[config.mk]
export PLATFORM = sky130hd
export DESIGN_NAME = nip_unit
export DESIGN_NICKNAME = d
export VERILOG_FILES = /design/src/rtl/nip_pkg.sv /design/src/rtl/nip_addr_calc.sv /design/src/rtl/nip_target_sel.sv /design/src/rtl/nip_push_stage.sv /design/src/rtl/nip_unit.sv
export SDC_FILE = /design/constraint.sdc
export NUM_CORES = 1
export LEC_CHECK = 0
export CAP_MARGIN = 10
export CORE_AREA = 3 3 190 192
export CTS_CLUSTER_DIAMETER = 200
export DETAILED_ROUTE_END_ITERATION = 10
export DIE_AREA = 0 0 193 195
export DONT_BUFFER_PORTS = 1
export GPL_TIMING_DRIVEN = 0
export SYNTH_ARGS = -nofsm -noshare
export SYNTH_HDL_FRONTEND = slang
export SYNTH_SLANG_ARGS = --single-unit
[constraint.sdc]
create_clock -name clk_i -period 5.88 [get_ports clk_i]
set_input_delay 0.588 -clock clk_i [delete_from_list [all_inputs] [get_ports clk_i]]
set_output_delay 0.588 -clock clk_i [all_outputs]
set_load 0.005 [all_outputs]
[src/rtl/nip_pkg.sv]
package nip_pkg;

   // Control-flow kinds carried on kind_i
   typedef enum logic [2:0] {
      CF_SEQ   = 3'd0,
      CF_JMP   = 3'd1,
      CF_JCC   = 3'd2,
      CF_JIND  = 3'd3,
      CF_CALL  = 3'd4,
      CF_RET   = 3'd5,
      CF_INT   = 3'd6,
      CF_CALLI = 3'd7
   } cf_kind_e;

   localparam int unsigned KIND_W = 3;

endpackage

[src/rtl/nip_addr_calc.sv]
module nip_addr_calc #(
   parameter int unsigned AW = 64,
   parameter int unsigned DW = 32,
   parameter int unsigned LW = 4
) (
   input  logic [AW-1:0] ip_i,
   input  logic [LW-1:0] len_i,
   input  logic [DW-1:0] disp_i,
   output logic [AW-1:0] seq_o,
   output logic [AW-1:0] rel_o
);

   localparam int unsigned LEN_PAD  = AW - LW;
   localparam int unsigned DISP_PAD = AW - DW;

   logic [AW-1:0] len_ext;
   logic [AW-1:0] disp_ext;

   assign len_ext  = {{LEN_PAD{1'b0}}, len_i};
   assign disp_ext = {{DISP_PAD{disp_i[DW-1]}}, disp_i};

   // end of the current instruction, then relative offset from there
   assign seq_o = ip_i + len_ext;
   assign rel_o = seq_o + disp_ext;

endmodule

[src/rtl/nip_target_sel.sv]
module nip_target_sel
   import nip_pkg::*;
#(
   parameter int unsigned AW = 64
) (
   input  logic                step_i,
   input  logic [KIND_W-1:0]   kind_i,
   input  logic                cond_i,
   input  logic [AW-1:0]       ip_i,
   input  logic [AW-1:0]       seq_i,
   input  logic [AW-1:0]       rel_i,
   input  logic [AW-1:0]       ind_i,
   input  logic [AW-1:0]       pop_i,
   input  logic [AW-1:0]       vec_i,
   output logic [AW-1:0]       next_o,
   output logic                push_req_o,
   output logic [AW-1:0]       push_val_o,
   output logic                pop_o
);

   cf_kind_e kind;
   assign kind = cf_kind_e'(kind_i);

   always_comb begin
      next_o     = ip_i;
      push_req_o = 1'b0;
      push_val_o = seq_i;
      pop_o      = 1'b0;
      if (step_i) begin
         unique case (kind)
            CF_SEQ:   next_o = seq_i;
            CF_JMP:   next_o = rel_i;
            CF_JCC:   next_o = cond_i ? rel_i : seq_i;
            CF_JIND:  next_o = ind_i;
            CF_CALL: begin
               next_o     = rel_i;
               push_req_o = 1'b1;
            end
            CF_CALLI: begin
               next_o     = ind_i;
               push_req_o = 1'b1;
            end
            CF_RET: begin
               next_o = pop_i;
               pop_o  = 1'b1;
            end
            CF_INT: begin
               next_o     = vec_i;
               push_req_o = 1'b1;
               push_val_o = ip_i;
            end
            default:  next_o = seq_i;
         endcase
      end
   end

endmodule

[src/rtl/nip_push_stage.sv]
module nip_push_stage #(
   parameter int unsigned AW       = 64,
   parameter bit          REG_PUSH = 1'b1
) (
   input  logic          clk_i,
   input  logic          rst_ni,
   input  logic          req_i,
   input  logic [AW-1:0] data_i,
   output logic          valid_o,
   output logic [AW-1:0] data_o
);

   generate
      if (REG_PUSH) begin : g_reg
         logic          vld_q;
         logic [AW-1:0] dat_q;
         always_ff @(posedge clk_i) begin
            if (!rst_ni) begin
               vld_q <= 1'b0;
               dat_q <= '0;
            end else begin
               vld_q <= req_i;
               if (req_i) dat_q <= data_i;
            end
         end
         assign valid_o = vld_q;
         assign data_o  = dat_q;
      end else begin : g_comb
         assign valid_o = req_i & rst_ni;
         assign data_o  = data_i;
      end
   endgenerate

endmodule

[src/rtl/nip_unit.sv]
module nip_unit
   import nip_pkg::*;
#(
   parameter int unsigned AW        = 64,
   parameter int unsigned DW        = 32,
   parameter int unsigned LW        = 4,
   parameter logic [63:0] RESET_VEC = 64'h0000_0000_0000_1000,
   parameter bit          REG_PUSH  = 1'b1
) (
   input  logic                clk_i,
   input  logic                rst_ni,
   input  logic                step_i,
   input  logic [KIND_W-1:0]   kind_i,
   input  logic [LW-1:0]       len_i,
   input  logic                cond_i,
   input  logic [DW-1:0]       disp_i,
   input  logic [AW-1:0]       ind_tgt_i,
   input  logic [AW-1:0]       pop_addr_i,
   input  logic [AW-1:0]       vec_i,
   output logic [AW-1:0]       ip_o,
   output logic [AW-1:0]       next_ip_o,
   output logic [AW-1:0]       rel_addr_o,
   output logic                pop_o,
   output logic                push_valid_o,
   output logic [AW-1:0]       push_data_o
);

   localparam logic [AW-1:0] RST_IP = RESET_VEC[AW-1:0];

   generate
      if (AW <= DW) begin : g_chk_aw
         $error("nip_unit: AW must exceed DW");
      end
      if (LW < 4) begin : g_chk_lw
         $error("nip_unit: LW must hold lengths up to 15");
      end
      if (AW > 64) begin : g_chk_max
         $error("nip_unit: AW is limited to 64");
      end
   endgenerate

   logic [AW-1:0] ip_q;
   logic [AW-1:0] seq_addr;
   logic [AW-1:0] rel_addr;
   logic [AW-1:0] next_ip;
   logic          push_req;
   logic [AW-1:0] push_val;

   nip_addr_calc #(.AW(AW), .DW(DW), .LW(LW)) i_calc (
      .ip_i   (ip_q),
      .len_i  (len_i),
      .disp_i (disp_i),
      .seq_o  (seq_addr),
      .rel_o  (rel_addr)
   );

   nip_target_sel #(.AW(AW)) i_sel (
      .step_i     (step_i),
      .kind_i     (kind_i),
      .cond_i     (cond_i),
      .ip_i       (ip_q),
      .seq_i      (seq_addr),
      .rel_i      (rel_addr),
      .ind_i      (ind_tgt_i),
      .pop_i      (pop_addr_i),
      .vec_i      (vec_i),
      .next_o     (next_ip),
      .push_req_o (push_req),
      .push_val_o (push_val),
      .pop_o      (pop_o)
   );

   nip_push_stage #(.AW(AW), .REG_PUSH(REG_PUSH)) i_push (
      .clk_i   (clk_i),
      .rst_ni  (rst_ni),
      .req_i   (push_req),
      .data_i  (push_val),
      .valid_o (push_valid_o),
      .data_o  (push_data_o)
   );

   always_ff @(posedge clk_i) begin
      if (!rst_ni) ip_q <= RST_IP;
      else         ip_q <= next_ip;
   end

   assign ip_o       = ip_q;
   assign next_ip_o  = rst_ni ? next_ip : RST_IP;
   assign rel_addr_o = rel_addr;

endmodule

# Word-level counts from Yosys, hierarchy flattened
# Cells that the tools add are included.
# Widths: inputs -> output; s select.
# totals
reg_bits	129
output_inout_bits	258
word_cells	26
# classes
n_addsub	2
eq_ne	7
muxes	10
n_reduce_logical	4
# op_table
cell	n
$pmux 64 s6	1
$mux 64	5
$add 64x4->64	1
$add 64x64->64	1
$eq 3x3->1 const B	4
$eq 3x2->1 const B	2
$mux 1	4
$reduce_or 2->1	2
$eq 3x1->1 const B	1
$logic_not 3->1	1
$reduce_or 3->1	1

# Logic depth before layout (Yosys ltp)
# depth
ltp_word	6
depth_mapped	24
mapped_depth_nobuf	21

# Cells and area by module
# From an unflattened synthesis, not the netlist that was laid out.
# unflattened
cells_unflattened	1755
hier_area_um2	13131.3
# modules_own_cells
module	n_inst	cells_each	area_each_um2	seq_area_each_um2
nip_addr_calc	1	730	4938.5	0.0
nip_target_sel	1	683	3911.3	0.0
nip_push_stage	1	208	2489.9	1301.2
nip_unit	1	134	1791.7	1281.2

# Least setup slack after synthesis
# OpenSTA, ideal clock, no wires.
# synth_timing
kind	input -> output
start	input len_i[0]
end	output next_ip_o[62]
arrival_ps	5671
slack_ps	-379
cell_stages	24
n_path_buf	3
path_cell_list	ha_1 > fa_1 > a21o_1 > a21o_1 > and2_1 > clkbuf_1 > nand2_1 > or2_2 > clkbuf_1 > nor3_1 > nand3_1 > xnor2_1 > ha_1 > buf_4 > nand4_1 > or4_4 > or4_4 > or3_1 > o21ai_2 > o31ai_2 > o41ai_2 > a31oi_1 > xnor2_1 > o2bb2ai_1
# synth_between
elab_chain_cells	6
# synth_lines
item	line	source
from (decl)	nip_unit.sv:14	input logic [LW-1:0] len_i,
$add 64x4->64 (*)	nip_addr_calc.sv:23	assign seq_o = ip_i + len_ext;
$add 64x64->64 (*)	nip_addr_calc.sv:24	assign rel_o = seq_o + disp_ext;
net rel_addr_o[62]	nip_unit.sv:22	output logic [AW-1:0] rel_addr_o,
$mux 64	nip_target_sel.sv:33	CF_JCC: next_o = cond_i ? rel_i : seq_i;
$pmux 64 s6 (*)	nip_target_sel.sv:30	unique case (kind)
$mux 64 (*)	nip_target_sel.sv:29	if (step_i) begin
$mux 64 (*)	--	
to (decl)	nip_unit.sv:21	output logic [AW-1:0] next_ip_o,
# Mark *: on every way through the listed nets, which the timed path passes. The rest lies on a longest branch.

# Final worst setup path
# layout_timing
start	register ip_q[25], in the netlist ip_o[25]
end	output next_ip_o[50]
# layout_between
elab_chain_cells	6
# layout_lines
item	line	source
from (decl)	nip_unit.sv:42	logic [AW-1:0] ip_q;
from (signal assigned)	nip_unit.sv:84	else ip_q <= next_ip;
$add 64x4->64 (*)	nip_addr_calc.sv:23	
$add 64x64->64 (*)	nip_addr_calc.sv:24	
net rel_addr_o[50]	nip_unit.sv:22	
$mux 64	nip_target_sel.sv:33	
$pmux 64 s6 (*)	nip_target_sel.sv:30	
$mux 64 (*)	nip_target_sel.sv:29	
$mux 64 (*)	--	
# Marked as above.

==> results.json <==
{
  "worstSetupPathType": "reg2out",
  "coreArea_um2": 34540,
  "h-tree-depth": 4,
  "cts_hold_buf": 0,
  "vias": 14647,
  "p_total_mw": 4.091,
  "path_cells": "nand3_1, or3_4, nor3_4, buf_6, nand3_4, xnor2_2, ha_1, buf_6, nand4_1, or4_4, or4_4, or3_4, o21ai_4, o31ai_4, buf_4, o21ba_4, o31ai_4, xor2_2, o2bb2ai_2",
  "dp_hpwl_mm": 51.51,
  "r2r-end": "ip_o[50]",
  "cpMaxStageDelayCell": "or4_4",
  "reg2reg_depth": 19,
  "numCtsBuffers": 17,
  "tritoncts": "done",
  "die_area_um2": 37640,
  "wl_mm": 68.19,
  "cellLeakagePower_nw": 6.317,
  "r2r_slack_ns": 0.38,
  "area.growth.synth_to_final_pct": 32.64,
  "yosysUniqueCellTypes": 81,
  "power_per_cell_area_nw_per_um2": 253.7,
  "ios": 493,
  "cap_viol_max_count": 0,
  "clkTransAtPathRegs_ns": 0.07,
  "drive_above_1_share": 0.2276,
  "tightest_slew_ns": 1.227,
  "gp_congestion": 0.9608,
  "slowest_delay_ns": 0.58,
  "ys.warnings.count": 0,
  "skew_ns": 0.01584,
  "ys.flop_type": "dfxtp_1",
  "overflow": 0,
  "clock_latency_ns": 0.46,
  "syn_area_um2": 12160,
  "clock_sinks": 129,
  "timing.rr.start": "ip_o[25]",
  "post_synth.cell_area_avg_um2": 7.169,
  "fin_cells": 2278,
  "failed_checks": "setup timing",
  "grt_util_all_layers": 0.3414,
  "grt_max_degree": 37,
  "critPathCapture": "next_ip_o[50]",
  "period_minus_slack_ns": 6.460,
  "die_h_um": 195,
  "drtIter0Drc": 1235,
  "synth_async_sr_flop_share": 0,
  "fin_tns_setup_ns": -11.33,
  "grt_pass1_wl_mm": 94.70,
  "cp-startpoint": "ip_o[25]",
  "nets": 2115,
  "cp.arrival_ns": 5.87,
  "grt_antenna_before_repair": 8,
  "rows": 68,
  "status": "finished with violations",
  "hp-start": "pop_addr_i[42]",
  "detail-route-antenna-nets": 0,
  "syn_inst": 1696,
  "hold_viol_final": 0,
  "max_slew_margin": 0.1818,
  "fin_crit_sh": 1.099,
  "place_area_um2": 12800,
  "post-route-util": 0.4669,
  "routedWlPerCell_um": 29.93,
  "first_global_vias": 14000,
  "dp.cells": 2153,
  "synth_edf_count": 0,
  "hold_class": "in2reg",
  "setup_ws_ns": -0.5802,
  "critPathLaunchType": "flop",
  "port_buffers": 0,
  "via_per_inst": 6.430,
  "syn-num-nets": 2005,
  "finalSetupViolations": 43,
  "clockBufferDepth": 2,
  "slew_violations": 0,
  "final_area_um2": 16130,
  "dieWidth_um": 193,
  "clock.fmax_ghz": 0.1548,
  "worstPathMaxFanout": 8,
  "ys_ff_latch": 129,
  "start_util": 0.3520,
  "critPathCaptureType": "primary output",
  "remaining_drc_errors": 0,
  "ir_worst_vdd_mv": 0.2216,
  "drtPass1Iterations": 8,
  "yosysSeqAreaShare": 0.2124,
  "required_ns": 5.29,
  "cts-root-buf": "clkbuf_16",
  "rsz0062_at_grt": "yes"
}
kinds of logic (layout without fill, tap and decap cells):
group,Yosys count,in the layout,synth area share
flip-flops,129,129,0.2124
adder cells (fa/ha/maj),74,74,0.07739
XOR/XNOR,127,127,0.09149
multiplexers,2,2,0.001749
other,0,4,0
AO/OA/AOI/OAI,570,570,0.3141
AND/OR/NAND/NOR,621,621,0.2323
buffers and inverters,173,296,0.07060
cell usage in the layout, fill, tap and decap left out, drive strengths merged, types with 6 or more instances in the layout:
cell / n
clkbuf: 123
a21boi: 9
dfxtp: 129
ha: 72
nor2b: 6
o21ai: 116
o21a: 8
o31ai: 6
nand2b: 7
o41ai: 7
xnor2: 86
a311oi: 6
a221oi: 59
nand3: 100
o221ai: 48
nor3: 25
and2: 10
a21o: 31
nand4: 38
nand2: 309
nor4: 7
and3: 14
nor2: 71
o21bai: 22
a21oi: 177
xor2: 41
o211ai: 12
a221o: 6
inv: 40
o211a: 14
buf: 120
a31oi: 6
or3: 17
state kept, by name (all words and copies together) (netlist names):
name and count:
i_push.valid_o 1, i_push.data_o 64, ip_o 64
area by class of cell:
cell class                 count  area [um^2]
fill                        3466        18420
multi-input combinational   1394        10570
sequential                   129         2610
timing repair buffer         101        862.1
buffer                       125        710.7
tap                          455        569.3
clock buffer                  21        480.5
clock inverter                11        175.2
inverter                      38        142.6
antenna                        4        10.01
synthesized netlist by cell type (all sizes together) (22+ instances only):
master,instances,share of area
inv,38,0.012
dfxtp,129,0.21
xnor2,86,0.062
a221oi,59,0.043
nand4,38,0.020
nor3,25,0.010
o21bai,22,0.014
xor2,41,0.030
o21ai,116,0.048
o221ai,48,0.035
a21oi,177,0.073
nand3,100,0.041
a21o,31,0.019
nor2,71,0.022
nand2,309,0.096
clkbuf,115,0.041
ha,72,0.074
power by group:
group | switching (mW) | internal [mW]
logic | 1.09 | 0.686
clock network | 0.490 | 0.759
registers | 0.120 | 0.942
repair_timing:
action	in CTS	in global routing
endpoints found under the hold margin	0	0
resized for setup	227	144
pin swaps	86	99
setup endpoints to repair	117	67
setup buffers	60	39
critical path, delay by kind of cell (launching register included):
| family | cells | cell delay, ns |
|---|---|---|
| and+or+nand+nor | 8 | 2.80 |
| AOI/OAI and AO/OA | 5 | 0.89 |
| DFF | 1 | 0.50 |
| xor gates and xnor gates | 2 | 0.45 |
| buffers and inverters | 3 | 0.44 |
| adders and majority gates | 1 | 0.30 |
layer usage:
| layer | GRT usage | up-vias | wire length, um |
|---|---|---|---|
| li1 | - | 6491 | - |
| met1 | 0.4099 | 7075 | 26530 |
| met2 | 0.5813 | 900 | 32180 |
| met3 | 0.09425 | 175 | 6328 |
| met4 | 0.1230 | 6 | 3112 |
| met5 | 0 | - | 41 |
metrics by stage:
| step | worst slack (ns) | hold WS (ns) |
|---|---|---|
| floorplan | 0.04063 | 0.4483 |
| global placement | -2.987 | 0.4662 |
| detailed placement | -2.494 | 0.4663 |
| CTS | -0.6927 | 0.3786 |
| global route | -0.7104 | 0.3956 |
| finish | -0.5802 | 0.3966 |
worst min-delay path by stage:
stage / slack (ns) / cells past startpoint / to
floorplan: 0.45 / 2 / i_push.data_o[15]
global placement: 0.47 / 2 / i_push.data_o[38]
detailed placement: 0.47 / 2 / i_push.data_o[59]
CTS: 0.38 / 2 / ip_o[46]
global route: 0.40 / 2 / ip_o[45]
finish: 0.40 / 2 / ip_o[42]
Power figures use the tool's default switching activity.
